## config.mk

```make
export PLATFORM = sky130hd
export DESIGN_NAME = lwsram_core
export DESIGN_NICKNAME = d
export VERILOG_FILES = /design/src/rtl/lwsram_pkg.sv /design/src/rtl/lwsram_ctrl.sv /design/src/rtl/lwsram_dpath.sv /design/src/rtl/lwsram_core.sv
export SDC_FILE = /design/constraint.sdc
export NUM_CORES = 2
export LEC_CHECK = 0
export BUFFER_PORTS_ARGS = -buffer_cell sky130_fd_sc_hd__buf_4
export CAP_MARGIN = 20
export CORE_MARGIN = 4
export CORE_UTILIZATION = 45
export CTS_BUF_LIST = sky130_fd_sc_hd__clkbuf_8
export DETAILED_ROUTE_END_ITERATION = 10
export PLACE_DENSITY = 0.68
export SYNTH_ARGS = -nofsm -noshare
export SYNTH_HDL_FRONTEND = slang
export SYNTH_SLANG_ARGS = --single-unit
```

## constraint.sdc

```tcl
create_clock -name clk -period 6.36 [get_ports clk]
set_input_delay 0.636 -clock clk [delete_from_list [all_inputs] [get_ports clk]]
set_output_delay 0.636 -clock clk [all_outputs]
set_load 0.005 [all_outputs]
```

## src/rtl/lwsram_pkg.sv

```systemverilog
package lwsram_pkg;
  // strobes from control to datapath for the cycle after capture
  typedef struct packed {
    logic loadBuf;  // write data arrives: commit old buffer, park new write
    logic readLd;   // read: load merged word into output register
  } strb_t;
endpackage

```

## src/rtl/lwsram_ctrl.sv

```systemverilog
module lwsram_ctrl
  import lwsram_pkg::*;
#(
  parameter int ADDR_W = 6,
  parameter int LANES  = 4
) (
  input  logic              clk,
  input  logic              rstN,
  input  logic              sel,
  input  logic              wrEn,
  input  logic [ADDR_W-1:0] addrIn,
  input  logic [LANES-1:0]  laneWe,
  output strb_t             strb,
  output logic [ADDR_W-1:0] cmdAddr,
  output logic [LANES-1:0]  cmdMask,
  output logic              driveSlot
);
  logic cmdValid;
  logic cmdWrite;

  always_ff @(posedge clk) begin
    if (!rstN) begin
      cmdValid  <= 1'b0;
      cmdWrite  <= 1'b0;
      cmdAddr   <= '0;
      cmdMask   <= '0;
      driveSlot <= 1'b0;
    end else begin
      cmdValid  <= sel;
      cmdWrite  <= wrEn;
      cmdAddr   <= addrIn;
      cmdMask   <= laneWe;
      driveSlot <= strb.readLd;
    end
  end

  always_comb begin
    strb.loadBuf = cmdValid & cmdWrite;
    strb.readLd  = cmdValid & ~cmdWrite;
  end
endmodule

```

## src/rtl/lwsram_dpath.sv

```systemverilog
module lwsram_dpath
  import lwsram_pkg::*;
#(
  parameter int ADDR_W = 6,
  parameter int LANES  = 4,
  parameter int LANE_W = 9
) (
  input  logic              clk,
  input  logic              rstN,
  input  strb_t             strb,
  input  logic [ADDR_W-1:0] cmdAddr,
  input  logic [LANES-1:0]  cmdMask,
  input  logic [LANES*LANE_W-1:0] dqIn,
  output logic [LANES*LANE_W-1:0] outData,
  output logic              bufValid,
  output logic [ADDR_W-1:0] bufAddr,
  output logic [LANES*LANE_W-1:0] bufData
);
  localparam int DATA_W = LANES * LANE_W;
  localparam int DEPTH  = 1 << ADDR_W;

  logic [DATA_W-1:0] mem [DEPTH];
  logic [LANES-1:0]  bufMask;
  logic [DATA_W-1:0] arrWord;
  logic [DATA_W-1:0] rdMerged;
  logic              bufHit;

  assign arrWord = mem[cmdAddr];
  assign bufHit  = bufValid && (bufAddr == cmdAddr);

  for (genvar l = 0; l < LANES; l++) begin : g_lane
    assign rdMerged[l*LANE_W +: LANE_W] = (bufHit && bufMask[l]) ?
        bufData[l*LANE_W +: LANE_W] : arrWord[l*LANE_W +: LANE_W];
  end

  // array commit and write buffer
  always_ff @(posedge clk) begin
    if (!rstN) begin
      for (int i = 0; i < DEPTH; i++) mem[i] <= '0;
      bufValid <= 1'b0;
      bufAddr  <= '0;
      bufMask  <= '0;
      bufData  <= '0;
    end else if (strb.loadBuf) begin
      if (bufValid) begin
        for (int l = 0; l < LANES; l++) begin
          if (bufMask[l]) mem[bufAddr][l*LANE_W +: LANE_W] <= bufData[l*LANE_W +: LANE_W];
        end
      end
      bufValid <= 1'b1;
      bufAddr  <= cmdAddr;
      bufMask  <= cmdMask;
      bufData  <= dqIn;
    end
  end

  // output register
  always_ff @(posedge clk) begin
    if (!rstN) outData <= '0;
    else if (strb.readLd) outData <= rdMerged;
  end
endmodule

```

## src/rtl/lwsram_core.sv

```systemverilog
module lwsram_core
  import lwsram_pkg::*;
#(
  parameter int ADDR_W = 6,
  parameter int LANES  = 4,
  parameter int LANE_W = 9,
  localparam int DATA_W = LANES * LANE_W
) (
  input  logic              clk,
  input  logic              rstN,
  input  logic              sel,
  input  logic              wrEn,
  input  logic [ADDR_W-1:0] addrIn,
  input  logic [LANES-1:0]  laneWe,
  input  logic [DATA_W-1:0] dqIn,
  output logic [DATA_W-1:0] dqOut,
  output logic              dqDrive,
  input  logic              outEn
);
  strb_t             strb;
  logic [ADDR_W-1:0] cmdAddr;
  logic [LANES-1:0]  cmdMask;
  logic              driveSlot;
  logic              bufValid;
  logic [ADDR_W-1:0] bufAddr;
  logic [DATA_W-1:0] bufData;

  lwsram_ctrl #(.ADDR_W(ADDR_W), .LANES(LANES)) ctrl_i (
    .clk(clk), .rstN(rstN), .sel(sel), .wrEn(wrEn), .addrIn(addrIn),
    .laneWe(laneWe), .strb(strb), .cmdAddr(cmdAddr), .cmdMask(cmdMask),
    .driveSlot(driveSlot)
  );

  lwsram_dpath #(.ADDR_W(ADDR_W), .LANES(LANES), .LANE_W(LANE_W)) dp_i (
    .clk(clk), .rstN(rstN), .strb(strb), .cmdAddr(cmdAddr), .cmdMask(cmdMask),
    .dqIn(dqIn), .outData(dqOut), .bufValid(bufValid), .bufAddr(bufAddr),
    .bufData(bufData)
  );

  assign dqDrive = driveSlot & outEn;
endmodule

```

==> impl_metrics.tcl <==
set metrics [dict create \
    p_per_area_nw_per_um2 265 \
    rows 180 \
    status "completed" \
    fin_crit_sh_pct 63.6 \
    postRouteAntennaNets 0 \
    drive_gt1_share_pct 20.9 \
    grt-ovfl-total 0 \
    worstPathArrival_ps 5000 \
    path_cells "buf_12 -> xor2_1 -> nor3_1 -> nand3_1 -> nand2_1 -> a2111oi_0 -> a21oi_1" \
    worstPathMaxFanout 81 \
    postLayoutCellArea_um2 122000 \
    dp.final_hpwl_um 197000 \
    gp_congestion 0.884 \
    synth_top_area_share_pct 63.3 \
    synthArstFlopShare_pct 0 \
    worstMarginPinSlew_ps 1190 \
    critPathBufInv 1 \
    yosys-top-cells-count "2304 x edfxtp_1, 2257 x and2_1, 619 x mux4_2" \
    vias 63800 \
    h-tree-depth 5 \
    yosys_warnings 0 \
    slew_headroom_pct 20.6 \
    synth_cells 7155 \
    clkTransAtPathRegs_ps 70 \
    synth_fp_nets 7206 \
    synth.most_common_cell "edfxtp_1" \
    hold_path.class "in2reg" \
    fin_worst_skew_ps 101 \
    ir_worst_vdd_mv 0.209 \
    yosys-top-cells-area "edfxtp_1 63%, and2_1 13%, mux4_2 13%" \
    grt_usage_pct 24.5 \
    maxCapViolCount 0 \
    start_util_pct 45.3 \
    required_ps 7310 \
    vias_per_cell 5.82 \
    clock_tree.root_cell "clkbuf_8" \
    post_cts_buffers 0 \
    cts_made_buffers 383 \
    crit_slowest_cell "a2111oi_0" \
    synth-edff-count 2304 \
    clock_latency_ps 1120 \
    die_w_um 501 \
    critPathKind "reg2reg" \
    setup.worst_path.end_class "register" \
    synth_seq_area_share_pct 65.0 \
    cts_tree "built" \
    critPathMaxStageDelay_ps 930 \
    syn-cell-area_um2 109000 \
    cts_sinks 2400 \
    die_h_um 501 \
    io_pins 88 \
    synth_largest_area_cell "edfxtp_1" \
    p_leak_nw 43.0 \
    fp.coreArea_um2 241000 \
    grt_pass1_vias 63700 \
    grt_pass1_wl_um 448000 \
    syn_to_final_growth_pct 11.5 \
    routed_wl_um 309000 \
    antenna_found_initial 21 \
    grt_max_degree 112 \
    cts_buffer_depth 4 \
    rsz0062_at_grt "no" \
    drv_slew 0 \
    setup_viol 0 \
    min_period_ps 4050 \
    crit_family "compound AO/OA/AOI/OAI gates" \
    drt_iter0_markers 7672 \
    ys_seq_elements 2400 \
    placed_cell_area_um2 114000 \
    critPathLaunchType "register" \
    drc 0 \
    drtPass1Iterations 7 \
    synthFlopType "edfxtp_1" \
    synthDistinctLibCells 46 \
    nets 7546 \
    die_area_um2 251000 \
    syn_avg_cell_area_um2 15.3 \
    drt-wirelength-per-cell_um 28.2 \
    setup_tns_ps 0 \
    io_buffers 87 \
    fmax_ghz 0.247 \
    hold_viol_final 0 \
]
[registers in the layout (all words and copies together), names as in the netlist]
name	flops
dp_i.mem	2304
dp_i.bufData	36
dp_i.outData	36
ctrl_i.cmdAddr	6
dp_i.bufAddr	6
ctrl_i.cmdMask	4
dp_i.bufMask	4
ctrl_i.cmdValid	1
ctrl_i.cmdWrite	1
ctrl_i.driveSlot	1
dp_i.bufValid	1
[final cells by class]
cell class | count | area [um^2]
Antenna cell | 14 | 35.0
Timing Repair Buffer | 525 | 4180
Sequential cell | 2400 | 71200
Inverter | 3 | 11.3
Multi-Input combinational cell | 4182 | 35700
Fill cell | 19700 | 119000
Tap cell | 3185 | 3990
Clock buffer | 406 | 5590
Clock inverter | 254 | 1190
[per-stage QoR]
stage | utilization [%] | power (W) | setup slack (ps) | std cells | hold WS (ps)
floorplan | - | 0.0195 | 3500 | 7155 | 417
global placement | 47.3 | 0.0203 | 2180 | 10200 | 426
detailed placement | 47.3 | 0.0204 | 2210 | 10200 | 432
CTS | 50.4 | 0.0324 | 2220 | 10900 | 73.4
global route | 50.5 | 0.0332 | 2110 | 11000 | 148
finish | 50.5 | 0.0322 | 2310 | 11000 | 203
[worst paths after layout]
| path | cells after the start | slack [ps] | to | start |
|---|---|---|---|---|
| max reg2reg | 7 | 2310 | dp_i.outData[8] | ctrl_i.cmdAddr[2] |
| max | 7 | 2310 | dp_i.outData[8] | ctrl_i.cmdAddr[2] |
| min reg2reg | 2 | 440 | dp_i.bufMask[1] | ctrl_i.cmdMask[1] |
| min | 2 | 200 | ctrl_i.cmdValid | rstN |
[cell usage in the layout (no fill, tap or decap), types with 34 or more instances in the layout]
cell	netlist	layout
a22oi_1	34	34
nor2_1	277	276
and2_1	2257	2256
clkbuf_8	0	406
o21ai_0	263	257
o22ai_1	48	48
buf_4	16	404
inv_1	3	125
clkinv_2	0	46
dlygate4sd3_1	0	53
clkinv_1	0	67
mux2i_1	163	163
buf_2	61	38
mux4_2	619	619
edfxtp_1	2304	2304
nor3_1	72	72
dfxtp_2	0	37
a21oi_1	93	93
nand2_1	181	176
dfxtp_1	96	55
[routing by layer]
layer / wire, um / vias to the layer above / share of wire (%) / track usage [%]
li1: - / 27200 / - / -
met1: 116000 / 32600 / 37 / 32.1
met2: 144000 / 3339 / 47 / 38.0
met3: 32900 / 671 / 11 / 6.53
met4: 16300 / 6 / 5.3 / 12.2
met5: 50 / - / 0.016 / 0
[power by group]
part / internal, W / leakage, nW / total (W) / switching [W]
combinational: 0.000853 / 14.5 / 0.00208 / 0.00123
clock: 0.00606 / 3.95 / 0.0122 / 0.00609
sequential: 0.0178 / 24.6 / 0.0180 / 0.000225
total: 0.0247 / 43.0 / 0.0322 / 0.00755
[kinds of logic after synthesis]
family	Yosys count	synth area share, %
DFF	2400	65.0
muxes	796	14.5
buffers and inverters	573	2.37
AOI/OAI and AO/OA	525	2.78
xor gates and xnor gates	6	0.0481
and+or+nand+nor	2855	15.2
[what timing repair did]
item,4_1_cts,5_1_grt
gates resized for setup,0,0
hold buffers,53,0
hold endpoints to repair,48,0
endpoints found under the setup margin,0,0
Power figures use the tool's default switching activity.
